**config.mk**
```make
export PLATFORM = sky130hd
export DESIGN_NAME = cyc_timer
export DESIGN_NICKNAME = d
export VERILOG_FILES = /design/src/rtl/cyc_timer_pkg.sv /design/src/rtl/cyc_phase_fsm.sv /design/src/rtl/cyc_count_reg.sv /design/src/rtl/cyc_cmp_unit.sv /design/src/rtl/cyc_timer.sv
export SDC_FILE = /design/constraint.sdc
export NUM_CORES = 1
export LEC_CHECK = 0
export BUFFER_PORTS_ARGS = -buffer_cell sky130_fd_sc_hd__buf_2
export CAP_MARGIN = 10
export CELL_PAD_IN_SITES_DETAIL_PLACEMENT = 0
export CELL_PAD_IN_SITES_GLOBAL_PLACEMENT = 1
export CORE_ASPECT_RATIO = 1.25
export CORE_UTILIZATION = 41
export DETAILED_ROUTE_END_ITERATION = 10
export GPL_TIMING_DRIVEN = 0
export PLACE_DENSITY = 0.88
export REMOVE_ABC_BUFFERS = 1
export SLEW_MARGIN = 0
export SYNTH_ARGS = -nofsm -noshare
export SYNTH_HDL_FRONTEND = slang
export SYNTH_SLANG_ARGS = --single-unit
```
**constraint.sdc**
```tcl
create_clock -name clk -period 8.1 [get_ports clk]
set_input_delay 1.215 -clock clk [delete_from_list [all_inputs] [get_ports clk]]
set_output_delay 1.215 -clock clk [all_outputs]
set_load 0.005 [all_outputs]
```
**src/rtl/cyc_timer_pkg.sv**
```systemverilog
`timescale 1ns/1ps
package cyc_timer_pkg;
    typedef enum logic [1:0] {
        PH_WAIT = 2'd0,
        PH_STEP = 2'd1,
        PH_HOLD = 2'd2
    } ph_state_t;
endpackage

```
**src/rtl/cyc_phase_fsm.sv**
```systemverilog
`timescale 1ns/1ps
module cyc_phase_fsm
    import cyc_timer_pkg::*;
(
    input  logic clk,
    input  logic rst_n,
    input  logic run,
    input  logic load,
    output logic step
);
    ph_state_t st, st_nxt;

    always_ff @(posedge clk or negedge rst_n) begin
        if (!rst_n) st <= PH_WAIT;
        else        st <= st_nxt;
    end

    always_comb begin
        st_nxt = st;
        if (load) begin
            st_nxt = run ? PH_WAIT : PH_HOLD;
        end else begin
            unique case (st)
                PH_WAIT: st_nxt = run ? PH_STEP : PH_HOLD;
                PH_STEP: st_nxt = run ? PH_WAIT : PH_HOLD;
                PH_HOLD: st_nxt = run ? PH_WAIT : PH_HOLD;
                default: st_nxt = PH_WAIT;
            endcase
        end
    end

    always_comb begin
        step = (st == PH_STEP) && run && !load;
    end


    step_spacing_chk: assert property (@(posedge clk) disable iff (!rst_n)
        step |=> !step);


    gate_blocks_step_chk: assert property (@(posedge clk) disable iff (!rst_n)
        !run |=> !step);


    load_restarts_phase_chk: assert property (@(posedge clk) disable iff (!rst_n)
        load |=> !step);
endmodule

```
**src/rtl/cyc_count_reg.sv**
```systemverilog
`timescale 1ns/1ps
module cyc_count_reg #(
    parameter int WIDTH = 32
) (
    input  logic             clk,
    input  logic             rst_n,
    input  logic             load,
    input  logic [WIDTH-1:0] load_val,
    input  logic             step,
    output logic [WIDTH-1:0] cnt,
    output logic [WIDTH-1:0] cnt_inc
);
    localparam logic [WIDTH-1:0] ONE = {{(WIDTH-1){1'b0}}, 1'b1};

    always_comb cnt_inc = cnt + ONE;

    always_ff @(posedge clk or negedge rst_n) begin
        if (!rst_n)     cnt <= '0;
        else if (load)  cnt <= load_val;
        else if (step)  cnt <= cnt_inc;
    end


    load_value_chk: assert property (@(posedge clk) disable iff (!rst_n)
        load |=> cnt == $past(load_val));


    step_adds_one_chk: assert property (@(posedge clk) disable iff (!rst_n)
        (step && !load) |=> cnt == $past(cnt) + ONE);


    idle_holds_chk: assert property (@(posedge clk) disable iff (!rst_n)
        (!step && !load) |=> $stable(cnt));
endmodule

```
**src/rtl/cyc_cmp_unit.sv**
```systemverilog
`timescale 1ns/1ps
module cyc_cmp_unit #(
    parameter int WIDTH = 32
) (
    input  logic             clk,
    input  logic             rst_n,
    input  logic             wr,
    input  logic [WIDTH-1:0] wr_val,
    input  logic             step,
    input  logic             cnt_load,
    input  logic [WIDTH-1:0] cnt_inc,
    input  logic [WIDTH-1:0] cnt,
    output logic [WIDTH-1:0] cmp,
    output logic             hit
);
    logic lands;

    always_comb lands = step && !cnt_load && (cnt_inc == cmp);

    always_ff @(posedge clk or negedge rst_n) begin
        if (!rst_n)  cmp <= '0;
        else if (wr) cmp <= wr_val;
    end

    always_ff @(posedge clk or negedge rst_n) begin
        if (!rst_n)     hit <= 1'b0;
        else if (wr)    hit <= 1'b0;
        else if (lands) hit <= 1'b1;
    end


    hit_on_equal_chk: assert property (@(posedge clk) disable iff (!rst_n)
        $rose(hit) |-> cnt == cmp);


    cmp_write_clears_chk: assert property (@(posedge clk) disable iff (!rst_n)
        wr |=> !hit);


    hit_sticky_chk: assert property (@(posedge clk) disable iff (!rst_n)
        (hit && !wr) |=> hit);
endmodule

```
**src/rtl/cyc_timer.sv**
```systemverilog
`timescale 1ns/1ps
module cyc_timer #(
    parameter int WIDTH = 32
) (
    input  logic             clk,
    input  logic             rst_n,
    input  logic             cnt_wr_en,
    input  logic [WIDTH-1:0] cnt_wr_data,
    input  logic             cmp_wr_en,
    input  logic [WIDTH-1:0] cmp_wr_data,
    input  logic             cnt_halt,
    input  logic             dbg_active,
    input  logic             dbg_keep_run,
    output logic [WIDTH-1:0] cnt_value,
    output logic [WIDTH-1:0] cmp_value,
    output logic             cmp_hit
);
    logic run;
    logic step;
    logic [WIDTH-1:0] cnt_inc;

    always_comb run = !cnt_halt && (!dbg_active || dbg_keep_run);

    cyc_phase_fsm u_phase (
        .clk  (clk),
        .rst_n(rst_n),
        .run  (run),
        .load (cnt_wr_en),
        .step (step)
    );

    cyc_count_reg #(.WIDTH(WIDTH)) u_count (
        .clk     (clk),
        .rst_n   (rst_n),
        .load    (cnt_wr_en),
        .load_val(cnt_wr_data),
        .step    (step),
        .cnt     (cnt_value),
        .cnt_inc (cnt_inc)
    );

    cyc_cmp_unit #(.WIDTH(WIDTH)) u_cmp (
        .clk     (clk),
        .rst_n   (rst_n),
        .wr      (cmp_wr_en),
        .wr_val  (cmp_wr_data),
        .step    (step),
        .cnt_load(cnt_wr_en),
        .cnt_inc (cnt_inc),
        .cnt     (cnt_value),
        .cmp     (cmp_value),
        .hit     (cmp_hit)
    );


    dbg_freeze_chk: assert property (@(posedge clk) disable iff (!rst_n)
        (dbg_active && !dbg_keep_run && !cnt_wr_en) |=> $stable(cnt_value));


    halt_freeze_chk: assert property (@(posedge clk) disable iff (!rst_n)
        (cnt_halt && !cnt_wr_en) |=> $stable(cnt_value));
endmodule

```
After elaboration in Yosys (flattened, before gate mapping) --
Index checks and enable logic that the tools add are counted.
Word-level totals: input bits 71, word-level logic and storage cells 29, register bits after elaboration 67
Cells by class: reduce and logical (&&, ||, !) cells 13, add/subtract/negate cells 1, eq/ne operators 3, multiplexer cells 8
Operators with widths (count):
- $mux 32 | 2
- $add 32x1->32 const B | 1
- $eq 32x32->1 | 1
- $mux 2 | 3
- $logic_and 1x1->1 | 5
- $pmux 2 s2 | 1
- $reduce_bool 2->1 | 2
- $logic_not 1->1 | 3
- $eq 2x1->1 const B | 1
- $eq 2x2->1 const B | 1
- $logic_not 2->1 | 1
- $mux 1 | 2
- $reduce_or 2->1 | 1
- $logic_or 1x1->1 | 1

Depth between registers and ports, before layout --
depth after elaboration 9, depth in mapped cells 9, mapped depth without buffers 9

By module --
From an unflattened synthesis, not the netlist that was laid out.
Unflattened totals: cell total of the unflattened synthesis 440, area, all modules 4201.5 sq um
Modules (own cells, without submodules):
- cyc_count_reg | cells each 311, sequential area each 800.8 sq um, times used 1, area an instance 2484.9 sq um
- cyc_cmp_unit | cells each 115, sequential area each 825.8 sq um, times used 1, area an instance 1580.3 sq um
- cyc_phase_fsm | cells each 12, sequential area each 50.0 sq um, times used 1, area an instance 123.9 sq um
- cyc_timer | cells each 2, sequential area each 0.0 sq um, times used 1, area an instance 12.5 sq um

Least setup slack after synthesis --
Ideal clock, no wire load.
kind input to register, start point in cmp_wr_en, end point reg u_cmp.hit, setup time 0.101 ns, data required time 7.999 ns, slack 5.233 ns, path buffers 1, stages 7, arrival time 2.766 ns, cell sequence clkbuf_1 > or4_1 > a211oi_1 > nand4_1 > a2111oi_0 > nand4_1 > o32ai_1
Between the ends: cells in the longest elaborated chain, start to end 1, elaborated cells on any way between the ends 2, those cells by class 1 x mux; 1 x reduce/logical
Ends and longest elaborated chain:
- start, declared | line cyc_timer.sv:9 | input logic cmp_wr_en,
- $mux 1 or $reduce_bool 2->1 (tied branches)
- end signal, assigned | line cyc_cmp_unit.sv:26 | if (!rst_n) hit <= 1'b0;
- end signal, assigned | line cyc_cmp_unit.sv:27 | else if (wr) hit <= 1'b0;
- end signal, assigned | line cyc_cmp_unit.sv:28 | else if (lands) hit <= 1'b1;
- end, declared | line cyc_cmp_unit.sv:14 | output logic hit
Several ways; a longest one is shown, not always the timed one. A chain may end at the register's enable or synchronous reset.

Final worst setup path --
start point in cnt_wr_en, end point reg u_cmp.hit
Between the ends: cells in the longest elaborated chain, start to end 5
Ends and longest elaborated chain:
- start, declared | line cyc_timer.sv:7 | input logic cnt_wr_en,
- $logic_not 1->1 * | line cyc_phase_fsm.sv:33, cyc_cmp_unit.sv:18
- $logic_and 1x1->1 | line cyc_phase_fsm.sv:33 | step = (st == PH_STEP) && run && !load;
- $logic_and 1x1->1 * (2 in series) | line cyc_cmp_unit.sv:18 | always_comb lands = step && !cnt_load && (cnt_inc == cmp);
- $reduce_bool 2->1 (no source line) *
Every way passes the cells marked *; elsewhere a longest branch is shown, timed or not.

==> impl_metrics.json <==
{
  "path_buf_inv": 1,
  "crit_path_top_delay_cell": "or4_1",
  "synth_edf_count": 0,
  "gr-total-overflow": 0,
  "cts_made_buffers": 9,
  "area_growth_pct": 24.1,
  "yosysTopAreaCellShare_pct": 40.6,
  "r2r_cells": 8,
  "r2r-end": "u_cmp.hit$_DFFE_PN0P_",
  "internal_power_w": 0.000683,
  "h-tree-depth": 3,
  "cts_resized": 0,
  "synth_commonest_cells": "dfrtp_1, nand2_1, xnor2_1",
  "root_buffer": "clkbuf_16",
  "gp_congestion": 0.812,
  "cp_top_family": "simple AND/OR/NAND/NOR gates",
  "p_clk_share_pct": 37.7,
  "p_comb_share_pct": 18.6,
  "placed_cell_area_um2": 4850,
  "cpMostUsedCell": "nand4_1",
  "grt_usage_pct": 21.0,
  "hold_depth": 1,
  "antenna_found_initial": 0,
  "fin_area_um2": 5120,
  "vias": 3603,
  "drt_iter0_drc": 148,
  "status": "finished, final reports clean",
  "post_synth.cell_area_avg_um2": 9.62,
  "worst-setup-path-type": "input port to flop",
  "grt_pass1_vias": 3460,
  "grt_pass1_wl_mm": 17.1,
  "port_buffers": 135,
  "coreArea_um2": 9710,
  "boundaryPins": 136,
  "drv_slew": 0,
  "r2r_start": "u_count.cnt[0]$_DFFE_PN0P_",
  "dr.pass1.iters": 4,
  "n_fill_cell": 949,
  "num_rows": 40,
  "switching_share_pct": 28.1,
  "diodes": 0,
  "pwr_density_cell_nw_per_um2": 186,
  "ys_types": 52,
  "hp-start": "u_cmp.cmp[0]$_DFFE_PN0P_",
  "max_slew.worst_pin.slew_ns": 1.02,
  "ys_ff_latch": 67,
  "required_ns": 8.33,
  "grt_setup_unrepaired": "no",
  "hp-class": "flop to flop",
  "die_h_um": 114,
  "worstSetupStartpointType": "input port",
  "hold_path_end": "u_cmp.cmp[0]$_DFFE_PN0P_",
  "synth_area_leaders": "dfrtp_1, mux2_2, xnor2_1",
  "final.min_clock_period_ns": 3.31,
  "antenna_left": 0,
  "cts.sinks": 67,
  "start_util_pct": 42.5,
  "ys_seq_area_share_pct": 40.6,
  "setup_tns_ns": 0,
  "async_flop_share_pct": 100,
  "die_area_um2": 10500,
  "ff2ff_setup_slack_ns": 4.82,
  "crit_path_max_incr_delay_ns": 0.64,
  "nets": 624,
  "wl_mm": 10.6,
  "grt_max_degree": 68,
  "fmax_ghz": 0.302,
  "drive_above_1_share_pct": 35.0,
  "ys.flop_type": "dfrtp_1",
  "cts_setup_buffers": 0,
  "maxSlewHeadroom_pct": 31.8,
  "syn_area_um2": 4130,
  "clk_latency_ns": 0.33,
  "cts_hold_buf": 0,
  "leakagePower_nw": 2.19,
  "cts_tree": "built",
  "hpwlAfterDp_mm": 7.70,
  "cp_max_fo": 66,
  "ir_drop_uv": 99.2,
  "path_cells": "buf_2 -> or4_1 -> a211oi_1 -> nand4_1 -> a2111oi_0 -> nand4_1 -> o32ai_1",
  "crit_arrival_ns": 3.54,
  "wire_per_inst_um": 15.6,
  "syn_inst": 429,
  "yosysTopAreaCell": "dfrtp_1",
  "clkTransAtPathRegs_ns": 0.05,
  "ys.warnings.count": 0,
  "fin_skew_ns": 0.00651,
  "finalHoldViolations": 0,
  "die_w_um": 91.7,
  "p_seq_share_pct": 43.7,
  "yosysMostFrequentCell": "dfrtp_1",
  "avgViaCountPerCell": 5.30,
  "maxCapViolCount": 0,
  "end_kind": "flop",
  "ctsLongestPathBuffers": 2,
  "post-route-period-util_pct": 40.8,
  "setup_violations": 0,
  "switchingPower_w": 0.000267,
  "drcViolationCount": 0
}
flip-flops by register name, indices dropped and copies added (netlist names):
signal,count
u_count.cnt,32
u_phase.st,2
u_cmp.cmp,32
u_cmp.hit,1
logic make-up after synthesis:
| kind of cell | count (synthesis) | share of synthesized area (%) |
|---|---|---|
| simple gates | 152 | 20.2 |
| xor+xnor | 69 | 14.6 |
| buf+inv | 36 | 3.67 |
| mux | 38 | 10.2 |
| fa+ha+maj | 4 | 1.21 |
| flops | 67 | 40.6 |
| compound gates | 63 | 9.49 |
cells in the final DEF, fill, tap and decap left out, types with 4 or more instances in the layout:
cell       count
and4_1         4
inv_1         10
nor4_1         8
mux2_2        33
ha_1           4
o21ai_0       36
buf_2        134
nor2_1        19
nor3_1        12
nand4_1       10
nand2_1       49
nand2b_1       4
clkbuf_16      9
mux2i_1        5
xor2_1        29
dfrtp_1       67
a21oi_1        4
nand3_1       16
and2_1         4
xnor2_1       40
nor4_2         4
power by group through the flow:
stage          Clock (W)  Combinational [W]  Sequential [W]
2_1_floorplan          0          0.0000959        0.000414
3_3_place_gp           0           0.000175        0.000419
3_5_place_dp           0           0.000178        0.000421
4_1_cts         0.000366           0.000179        0.000416
5_1_grt         0.000382           0.000198        0.000421
6_report        0.000358           0.000177        0.000416
how the worst max path moves through the flow:
stage / start / endpoint / cells past startpoint
after floorplan: dbg_keep_run / u_cmp.hit$_DFFE_PN0P_ / 7
after global placement: cnt_wr_en / u_cmp.hit$_DFFE_PN0P_ / 7
after detailed placement: cnt_wr_en / u_cmp.hit$_DFFE_PN0P_ / 7
after CTS: u_count.cnt[0]$_DFFE_PN0P_ / u_cmp.hit$_DFFE_PN0P_ / 8
after global routing: cnt_wr_en / u_cmp.hit$_DFFE_PN0P_ / 7
final: cnt_wr_en / u_cmp.hit$_DFFE_PN0P_ / 7
layer usage:
layer / vias up / wire length [um] / track usage (%)
met5: - / 0 / 0
met4: 0 / 165 / 8.33
met3: 11 / 472 / 4.52
met2: 92 / 5440 / 36.5
met1: 1749 / 4520 / 25.4
li1: 1751 / - / -
area by class of cell:
| class | instances | area, um2 | area share [%] |
|---|---|---|---|
| Sequential cell | 67 | 1680 | 32.7 |
| Clock buffer | 14 | 264 | 5.15 |
| Multi-Input combinational cell | 326 | 2300 | 44.9 |
| Clock inverter | 2 | 10.0 | 0.195 |
| Inverter | 10 | 37.5 | 0.733 |
| Timing Repair Buffer | 135 | 678 | 13.2 |
| Tap cell | 126 | 158 | 3.08 |
stage by stage:
stage          power [W]  setup slack [ns]  hold WS, ns  instances  utilization (%)
2_1_floorplan   0.000510              5.32        0.523        403                -
3_3_place_gp    0.000594              4.43        0.533        664             49.9
3_5_place_dp    0.000599              4.44        0.543        664             49.9
4_1_cts         0.000961              4.75        0.562        680             52.8
5_1_grt          0.00100              4.46        0.575        680             52.8
6_report        0.000951              4.79        0.561        680             52.8
No activity file was read; power rests on OpenSTA's default activity.
